### config.mk
export PLATFORM = sky130hd
export DESIGN_NAME = int_entry_seq
export DESIGN_NICKNAME = d
export VERILOG_FILES = /design/src/rtl/int_entry_pkg.sv /design/src/rtl/int_entry_arb.sv /design/src/rtl/int_entry_beat.sv /design/src/rtl/int_entry_seq.sv
export SDC_FILE = /design/constraint.sdc
export NUM_CORES = 1
export LEC_CHECK = 0
export CAP_MARGIN = 30
export CORE_MARGIN = 2
export CORE_UTILIZATION = 40
export DETAILED_ROUTE_END_ITERATION = 7
export MAX_ROUTING_LAYER = met4
export PLACE_DENSITY = 0.74
export SLEW_MARGIN = 10
export SYNTH_ARGS = -nofsm -noshare
export SYNTH_HDL_FRONTEND = slang
export SYNTH_HIERARCHICAL = 1
export SYNTH_SLANG_ARGS = --single-unit
### constraint.sdc
create_clock -name clk -period 3.94 [get_ports clk]
set_input_delay 0.788 -clock clk [delete_from_list [all_inputs] [get_ports clk]]
set_output_delay 0.788 -clock clk [all_outputs]
set_load 0.05 [all_outputs]
### src/rtl/int_entry_pkg.sv
package int_entry_pkg;

   typedef enum logic [3:0] {
      ST_IDLE,
      ST_PUSH_F,
      ST_PUSH_CS,
      ST_PUSH_IP,
      ST_VEC_LO,
      ST_VEC_HI,
      ST_POP_IP,
      ST_POP_CS,
      ST_POP_F,
      ST_DONE
   } seq_state_t;

   typedef enum logic [2:0] {
      SRC_NONE,
      SRC_EXC,
      SRC_SWI,
      SRC_NMI,
      SRC_IRQ,
      SRC_TRAP,
      SRC_RET
   } src_t;

endpackage

### src/rtl/int_entry_arb.sv
module int_entry_arb
   import int_entry_pkg::*;
#(
   parameter int VEC_W    = 8,
   parameter int NMI_VEC  = 2,
   parameter int TRAP_VEC = 1
) (
   input  logic             exc_req,
   input  logic [VEC_W-1:0] exc_vec,
   input  logic             swi_req,
   input  logic [VEC_W-1:0] swi_vec,
   input  logic             nmi_req,
   input  logic             irq_req,
   input  logic [VEC_W-1:0] irq_vec,
   input  logic             iret_req,
   input  logic             if_flag,
   input  logic             tf_flag,
   output src_t             sel,
   output logic [VEC_W-1:0] sel_vec
);

   localparam logic [VEC_W-1:0] NMI_V  = VEC_W'(NMI_VEC);
   localparam logic [VEC_W-1:0] TRAP_V = VEC_W'(TRAP_VEC);

   // fixed ranking: exception, software, non-maskable, maskable, trap, return
   always_comb begin
      sel     = SRC_NONE;
      sel_vec = '0;
      if (exc_req) begin
         sel     = SRC_EXC;
         sel_vec = exc_vec;
      end else if (swi_req) begin
         sel     = SRC_SWI;
         sel_vec = swi_vec;
      end else if (nmi_req) begin
         sel     = SRC_NMI;
         sel_vec = NMI_V;
      end else if (irq_req && if_flag) begin
         sel     = SRC_IRQ;
         sel_vec = irq_vec;
      end else if (tf_flag) begin
         sel     = SRC_TRAP;
         sel_vec = TRAP_V;
      end else if (iret_req) begin
         sel     = SRC_RET;
      end
   end

endmodule

### src/rtl/int_entry_beat.sv
module int_entry_beat
   import int_entry_pkg::*;
#(
   parameter int AW        = 20,
   parameter int DW        = 16,
   parameter int VEC_W     = 8,
   parameter bit SEGMENTED = 1'b1
) (
   input  seq_state_t       state,
   input  logic [DW-1:0]    ss,
   input  logic [DW-1:0]    sp,
   input  logic [VEC_W-1:0] vec,
   input  logic [DW-1:0]    flags,
   input  logic [DW-1:0]    cs,
   input  logic [DW-1:0]    ip,
   output logic             req,
   output logic             we,
   output logic [AW-1:0]    addr,
   output logic [DW-1:0]    wdata
);

   localparam int SLOT_SH = 2;   // 4 bytes per table slot
   localparam int WORD_B  = DW / 8;

   logic [DW-1:0] off;
   logic [AW-1:0] stack_addr;
   logic [AW-1:0] slot_base;

   assign slot_base = AW'(vec) << SLOT_SH;

   generate
      if (SEGMENTED) begin : g_seg
         assign stack_addr = AW'({ss, 4'b0000}) + AW'(off);
      end else begin : g_flat
         logic [DW-1:0] unused_ss;
         assign unused_ss  = ss;
         assign stack_addr = AW'(off);
      end
   endgenerate

   always_comb begin
      req   = 1'b0;
      we    = 1'b0;
      off   = sp;
      wdata = '0;
      addr  = stack_addr;
      unique case (state)
         ST_PUSH_F: begin
            req = 1'b1; we = 1'b1; off = sp - DW'(WORD_B); wdata = flags;
         end
         ST_PUSH_CS: begin
            req = 1'b1; we = 1'b1; off = sp - DW'(WORD_B); wdata = cs;
         end
         ST_PUSH_IP: begin
            req = 1'b1; we = 1'b1; off = sp - DW'(WORD_B); wdata = ip;
         end
         ST_VEC_LO: begin
            req = 1'b1; addr = slot_base;
         end
         ST_VEC_HI: begin
            req = 1'b1; addr = slot_base + AW'(WORD_B);
         end
         ST_POP_IP, ST_POP_CS, ST_POP_F: begin
            req = 1'b1;
         end
         default: ;
      endcase
   end

endmodule

### src/rtl/int_entry_seq.sv
module int_entry_seq
   import int_entry_pkg::*;
#(
   parameter int AW        = 20,
   parameter int DW        = 16,
   parameter int VEC_W     = 8,
   parameter int IF_BIT    = 9,
   parameter int TF_BIT    = 8,
   parameter int NMI_VEC   = 2,
   parameter int TRAP_VEC  = 1,
   parameter bit SEGMENTED = 1'b1
) (
   input  logic             clk,
   input  logic             rst_n,
   input  logic             boundary,
   input  logic             exc_req,
   input  logic [VEC_W-1:0] exc_vec,
   input  logic             swi_req,
   input  logic [VEC_W-1:0] swi_vec,
   input  logic             nmi_req,
   input  logic             irq_req,
   input  logic [VEC_W-1:0] irq_vec,
   input  logic             iret_req,
   input  logic [DW-1:0]    flags_in,
   input  logic [DW-1:0]    cs_in,
   input  logic [DW-1:0]    ip_in,
   input  logic [DW-1:0]    ss_in,
   input  logic [DW-1:0]    sp_in,
   output logic             mem_req,
   output logic             mem_we,
   output logic [AW-1:0]    mem_addr,
   output logic [DW-1:0]    mem_wdata,
   input  logic             mem_ack,
   input  logic [DW-1:0]    mem_rdata,
   output logic             busy,
   output logic             ack,
   output logic [VEC_W-1:0] ack_vec,
   output logic             load,
   output logic [DW-1:0]    new_ip,
   output logic [DW-1:0]    new_cs,
   output logic [DW-1:0]    new_flags,
   output logic [DW-1:0]    new_sp
);

   localparam int            WORD_B   = DW / 8;
   localparam logic [DW-1:0] CLR_MASK = ~((DW'(1) << IF_BIT) | (DW'(1) << TF_BIT));

   generate
      if (DW != 16) begin : g_bad_dw
         $error("int_entry_seq: word width must be 16");
      end
      if (AW < VEC_W + 2 || AW < DW) begin : g_bad_aw
         $error("int_entry_seq: address too narrow for table or stack");
      end
      if (IF_BIT >= DW || TF_BIT >= DW || IF_BIT == TF_BIT) begin : g_bad_bits
         $error("int_entry_seq: flag bit positions invalid");
      end
      if (NMI_VEC >= (1 << VEC_W) || TRAP_VEC >= (1 << VEC_W)) begin : g_bad_vec
         $error("int_entry_seq: fixed vector out of range");
      end
   endgenerate

   seq_state_t       state;
   src_t             sel;
   logic [VEC_W-1:0] sel_vec;
   logic [DW-1:0]    sp_q, ss_q, cs_q, ip_q, fl_q;
   logic [VEC_W-1:0] vec_q;

   int_entry_arb #(
      .VEC_W   (VEC_W),
      .NMI_VEC (NMI_VEC),
      .TRAP_VEC(TRAP_VEC)
   ) u_arb (
      .exc_req (exc_req),
      .exc_vec (exc_vec),
      .swi_req (swi_req),
      .swi_vec (swi_vec),
      .nmi_req (nmi_req),
      .irq_req (irq_req),
      .irq_vec (irq_vec),
      .iret_req(iret_req),
      .if_flag (flags_in[IF_BIT]),
      .tf_flag (flags_in[TF_BIT]),
      .sel     (sel),
      .sel_vec (sel_vec)
   );

   int_entry_beat #(
      .AW       (AW),
      .DW       (DW),
      .VEC_W    (VEC_W),
      .SEGMENTED(SEGMENTED)
   ) u_beat (
      .state(state),
      .ss   (ss_q),
      .sp   (sp_q),
      .vec  (vec_q),
      .flags(fl_q),
      .cs   (cs_q),
      .ip   (ip_q),
      .req  (mem_req),
      .we   (mem_we),
      .addr (mem_addr),
      .wdata(mem_wdata)
   );

   always_ff @(posedge clk) begin
      if (!rst_n) begin
         state <= ST_IDLE;
         sp_q  <= '0;
         ss_q  <= '0;
         cs_q  <= '0;
         ip_q  <= '0;
         fl_q  <= '0;
         vec_q <= '0;
         ack   <= 1'b0;
      end else begin
         ack <= 1'b0;
         unique case (state)
            ST_IDLE: begin
               if (boundary && sel != SRC_NONE) begin
                  sp_q  <= sp_in;
                  ss_q  <= ss_in;
                  cs_q  <= cs_in;
                  ip_q  <= ip_in;
                  fl_q  <= flags_in;
                  vec_q <= sel_vec;
                  if (sel == SRC_RET) begin
                     state <= ST_POP_IP;
                  end else begin
                     state <= ST_PUSH_F;
                     ack   <= 1'b1;
                  end
               end
            end
            ST_PUSH_F: if (mem_ack) begin
               sp_q  <= sp_q - DW'(WORD_B);
               state <= ST_PUSH_CS;
            end
            ST_PUSH_CS: if (mem_ack) begin
               sp_q  <= sp_q - DW'(WORD_B);
               state <= ST_PUSH_IP;
            end
            ST_PUSH_IP: if (mem_ack) begin
               sp_q  <= sp_q - DW'(WORD_B);
               fl_q  <= fl_q & CLR_MASK;
               state <= ST_VEC_LO;
            end
            ST_VEC_LO: if (mem_ack) begin
               ip_q  <= mem_rdata;
               state <= ST_VEC_HI;
            end
            ST_VEC_HI: if (mem_ack) begin
               cs_q  <= mem_rdata;
               state <= ST_DONE;
            end
            ST_POP_IP: if (mem_ack) begin
               ip_q  <= mem_rdata;
               sp_q  <= sp_q + DW'(WORD_B);
               state <= ST_POP_CS;
            end
            ST_POP_CS: if (mem_ack) begin
               cs_q  <= mem_rdata;
               sp_q  <= sp_q + DW'(WORD_B);
               state <= ST_POP_F;
            end
            ST_POP_F: if (mem_ack) begin
               fl_q  <= mem_rdata;
               sp_q  <= sp_q + DW'(WORD_B);
               state <= ST_DONE;
            end
            default: state <= ST_IDLE;
         endcase
      end
   end

   assign busy      = (state != ST_IDLE);
   assign load      = (state == ST_DONE);
   assign ack_vec   = vec_q;
   assign new_ip    = ip_q;
   assign new_cs    = cs_q;
   assign new_flags = fl_q;
   assign new_sp    = sp_q;

endmodule

* Word-level counts from Yosys, hierarchy flattened *
Cells that the tools add are included.

storage, ports and cells
  register bits after elaboration = 93
  input bits = 129
  output and inout bits = 113
  logic and storage cells = 100

operators by class
  add/subtract/negate cells = 4
  equal/unequal tests = 23
  mux-type cells = 39
  bitwise logic cells = 1
  reduce and logical (&&, ||, !) cells = 24

operator list
  cell                   count
  $pmux 16 s3            3
  $mux 16                8
  $pmux 16 s2            2
  $pmux 20 s2            1
  $mux 4                 8
  $mux 8                 4
  $pmux 4 s8             1
  $mux 3                 7
  $add 20x16->20         1
  $add 16x2->16 const B  1
  $eq 4x3->1 const B     4
  $ne 2x2->1 const B     8
  $sub 16x2->16 const B  1
  $reduce_and 4->1       3
  $add 10x2->11 const B  1
  $mux 10                1
  $ne 2x1->1 const B     5
  $reduce_and 3->1       3
  $reduce_bool 3->1      3
  $eq 4x2->1 const B     2
  $eq 4x4->1 const B     2
  $reduce_and 8->1       1
  $reduce_or 8->1        1
  $reduce_bool 2->1      3
  other kinds (10)       17

* Depth between registers and ports, before layout *
  depth after elaboration = 10
  gate-level depth with buffers = 13
  depth with buffers taken out = 12

* Cells and area by module *
Netlist, hierarchy kept.

by module, submodules not included
  module          times used  cells an instance  area an instance (um^2)
  int_entry_seq   1           636                4959.8
  int_entry_beat  1           237                1445.1
  int_entry_arb   1           40                 257.7

* Least setup slack after synthesis *
OpenSTA, ideal clock, no wires.

  path kind = reg2out
  start = reg sp_q[8], in the netlist new_sp[8]
  end = out mem_addr[18]
  data arrival time = 3.897 ns
  required time = 3.152 ns
  slack = -0.745 ns
  cell stages (with the launch flop) = 12
  path buffers = 1
  cells stage by stage = dfxtp_1 > or4_4 > or4_4 > nor3_2 > xor2_1 > ha_1 > clkbuf_1 > and3_1 > o21ai_0 > a211o_1 > a21oi_1 > mux2i_1

between the ends
  word-level cells in the longest chain between the ends = 4

ends and longest elaborated chain
  element                 RTL line                                                          text
  from (decl)             int_entry_seq.sv:66                                               logic [DW-1:0] sp_q, ss_q, cs_q, ip_q, fl_q;
  from (signal assigned)  int_entry_seq.sv:122                                              sp_q <= sp_in;
  from (signal assigned)  int_entry_seq.sv:137                                              sp_q <= sp_q - DW'(WORD_B);
  from (signal assigned)  int_entry_seq.sv:141                                              sp_q <= sp_q - DW'(WORD_B);
  $sub 16x2->16           int_entry_beat.sv:49, int_entry_beat.sv:52, int_entry_beat.sv:55
  $mux 16 (*)             n/a
  $add 20x16->20 (*)      int_entry_beat.sv:33                                              assign stack_addr = AW'({ss, 4'b0000}) + AW'(off);
  $pmux 20 s2 (*)         int_entry_beat.sv:47                                              unique case (state)
  to (decl)               int_entry_seq.sv:31                                               output logic [AW-1:0] mem_addr,

Mark *: on every way between the ends. The rest lies on a longest branch, timed or not.

* Worst setup path in the final report *
  start = reg sp_q[6], in the netlist new_sp[6]
  end = out mem_addr[18]

Same word-level chain as after synthesis.

==> reports/results.ini <==
[outcome]
status = finished with violations
violations = setup timing

[power_and_ir_drop]
p_per_area_nw_per_um2 = 937
peakVddDrop_v = 0.000977
leakage_nw = 3.99

[routing]
vias = 7919
drcViolationCount = 0
avgViaCountPerCell = 5.80
wire_per_inst_um = 19.4
routed_wl_um = 26400
ant_nets = 0
firstDrtPassIters = 7
drtIter0Drc = 716

[yosys]
synth.avg_cell_area_um2 = 7.30
synth.net_count = 1059
synth_top_area_share_pct = 27.9
synth_seq_cells = 93
syn_area_um2 = 6660
ys_seq_area_share_pct = 27.9
synth_area_leaders = dfxtp_1 (28%), nand2_1 (9.0%), a21oi_1 (5.3%)
synth_ff_type = dfxtp_1
synth.distinct_cells = 75
async_flop_share_pct = 0
netlist.top_cell.by_area = dfxtp_1
ys_warn_count = 6
synth_cells = 913
synth_edf_count = 0

[layout]
diodes = 0
fin_area_um2 = 10400
final_common_cell = clkdlybuf4s50_1
drive_gt1_share_pct = 15.7
utilization_pct = 63.3
fillCellCount = 1401
layout_common_cells = clkdlybuf4s50_1 (208), nand2_1 (160), dfxtp_1 (85)
synthToLayoutAreaGrowth_pct = 56.0
nNetsFinal = 1286
final_cell_count_no_fill = 1365

[placement]
place_ws_ps = 24.4
globalplace.congestion = 0.951
numPortBuffers = 241
dp_hpwl_um = 19400
dpl.cell_count = 1343
place_area_um2 = 9780

[sta]
report.final.hold_viol_count = 0
rsz0062_at_grt = yes
period_share_pct = 108
layout_setup_ws_ps = -315
skew_ps = 8.33
fmax_mhz = 235
tightest_slew_ps = 793
period_needed_ps = 4250
setup_violations = 8
maxSlewViolCount = 0
slew_headroom_pct = 46.4

[die]
die_x_um = 133
ios = 242
die_area_um2 = 17700
fp.coreArea_um2 = 16400
start_util_pct = 40.6
die_h_um = 133
row_count = 47

[worst_setup_path]
r2r_end = new_sp[15]
r2r_cells = 11
reg2reg_slack_ps = 600
worstSetupPathType = reg2out
end_kind = output pin
critical_path_peak_fanout = 3
worstSetupStartpointType = register
timing.rr.start = state[3]
cp_data_required_time_ps = 3150
cp.arrival_ps = 3470

[clock_tree]
clock_path_buffers = 2
hold_buffers = 0
cts_tree = yes
cts_buffers = 9
clkTransAtPathRegs_ps = 70
h-tree-depth = 3
cts.sinks = 93
insertion_delay_ps = 360
cts_root_buf = clkbuf_16

[global_routing]
grt_first_pass_wirelength_um = 39800
grt.total_usage_pct = 29.6
grt_remaining_overflow = 0
grt_start_max_net_pins = 87
antenna_found_initial = 0
first_global_vias = 7417

[worst_hold_path]
hold_depth = 2
hold_start = ack_vec[3]
min_to = ack_vec[3]
hold_class = reg2reg

[run]
max_cap_viol_count = 0

==> state kept, by name, indices dropped and copies added (netlist names) <==
register / flops
ack: 1
new_flags: 16
ss_q: 16
state: 4
new_cs: 16
new_ip: 16
ack_vec: 8
new_sp: 16
==> power by group <==
part | switching, mW | leakage [nW] | internal, mW
Sequential | 0.267 | 0.770 | 1.23
Combinational | 4.46 | 3.07 | 2.85
Clock | 0.419 | 0.148 | 0.502
==> synthesized netlist by cell type (5+ instances only) <==
cell type and n:
a211oi_1 21, a21o_1 12, a21oi_1 71, a22oi_1 45
a311oi_1 32, a31oi_1 8, and3_1 9, and4b_1 7
buf_2 10, buf_6 6, clkbuf_1 55, dfxtp_1 93
ha_1 16, inv_1 13, mux2i_1 20, nand2_1 160
nand2b_1 5, nand3_1 46, nand4_1 6, nor2_1 83
nor3_1 17, nor3b_1 7, nor4_1 10, o21ai_0 36
o21ai_1 9, o31ai_1 5, or3_1 7, or4_1 6
xnor2_1 10, xor2_1 12
==> area by class of cell <==
| cell class | count | area [um2] | share of cell area [%] |
|---|---|---|---|
| well taps | 220 | 275 | 2.65 |
| multi-input cells | 730 | 4740 | 45.7 |
| clock buffers | 9 | 225 | 2.17 |
| flip-flops and latches | 93 | 1880 | 18.1 |
| repair buffers | 292 | 3130 | 30.2 |
| inverters | 14 | 52.6 | 0.506 |
| clock inverters | 7 | 81.3 | 0.783 |
==> cells by family (layout without fill, tap and decap cells) <==
| family | after synthesis | count (layout) | synth area share [%] |
|---|---|---|---|
| XOR/XNOR | 22 | 22 | 2.89 |
| AND/OR/NAND/NOR | 390 | 390 | 28.2 |
| flip-flops | 93 | 93 | 27.9 |
| adder cells (fa/ha/maj) | 17 | 17 | 3.31 |
| multiplexers | 21 | 21 | 3.17 |
| buffers and inverters | 90 | 322 | 6.08 |
| AO/OA/AOI/OAI | 280 | 280 | 28.5 |
==> worst max path at each step <==
stage / endpoint / start
floorplan: mem_addr[18] / new_sp[6]
global placement: mem_addr[18] / new_sp[6]
detailed placement: mem_addr[15] / new_sp[1]
CTS: mem_addr[18] / new_sp[6]
global route: mem_addr[18] / new_sp[6]
finish: mem_addr[18] / new_sp[6]
==> what timing repair did <==
item / CTS / global route
pin swaps: 17 / 14
buffers inserted: 3 / 3
resized for setup: 28 / 28
setup endpoints to repair: 8 / 11
==> per-layer routing <==
metal	vias up	share of wire (%)	GRT usage, %
li1	3819	-	-
met1	3670	38	33.7
met2	375	50	50.8
met3	55	8.8	7.20
met4	0	3.2	9.98
met5	-	0	-
==> critical path, cell delays in order, from the launching register on <==
cell	delay, ps
dfxtp_4	350
or4_4	540
or4_4	480
xnor2_1	160
ha_1	330
a21o_1	160
nand3_1	110
a311o_1	340
a21oi_2	210
mux2i_4	280
buf_12	160
==> metrics by stage <==
stage / setup TNS (ps) / power (mW) / hold slack, ps
final: -1280 / 9.74 / 477
after global routing: -2450 / 10.2 / 500
after CTS: -989 / 9.44 / 476
after detailed placement: 0 / 8.36 / 463
after global placement: 0 / 8.30 / 453
after floorplan: -100 / 5.78 / 441
Power figures use the tool's default switching activity.
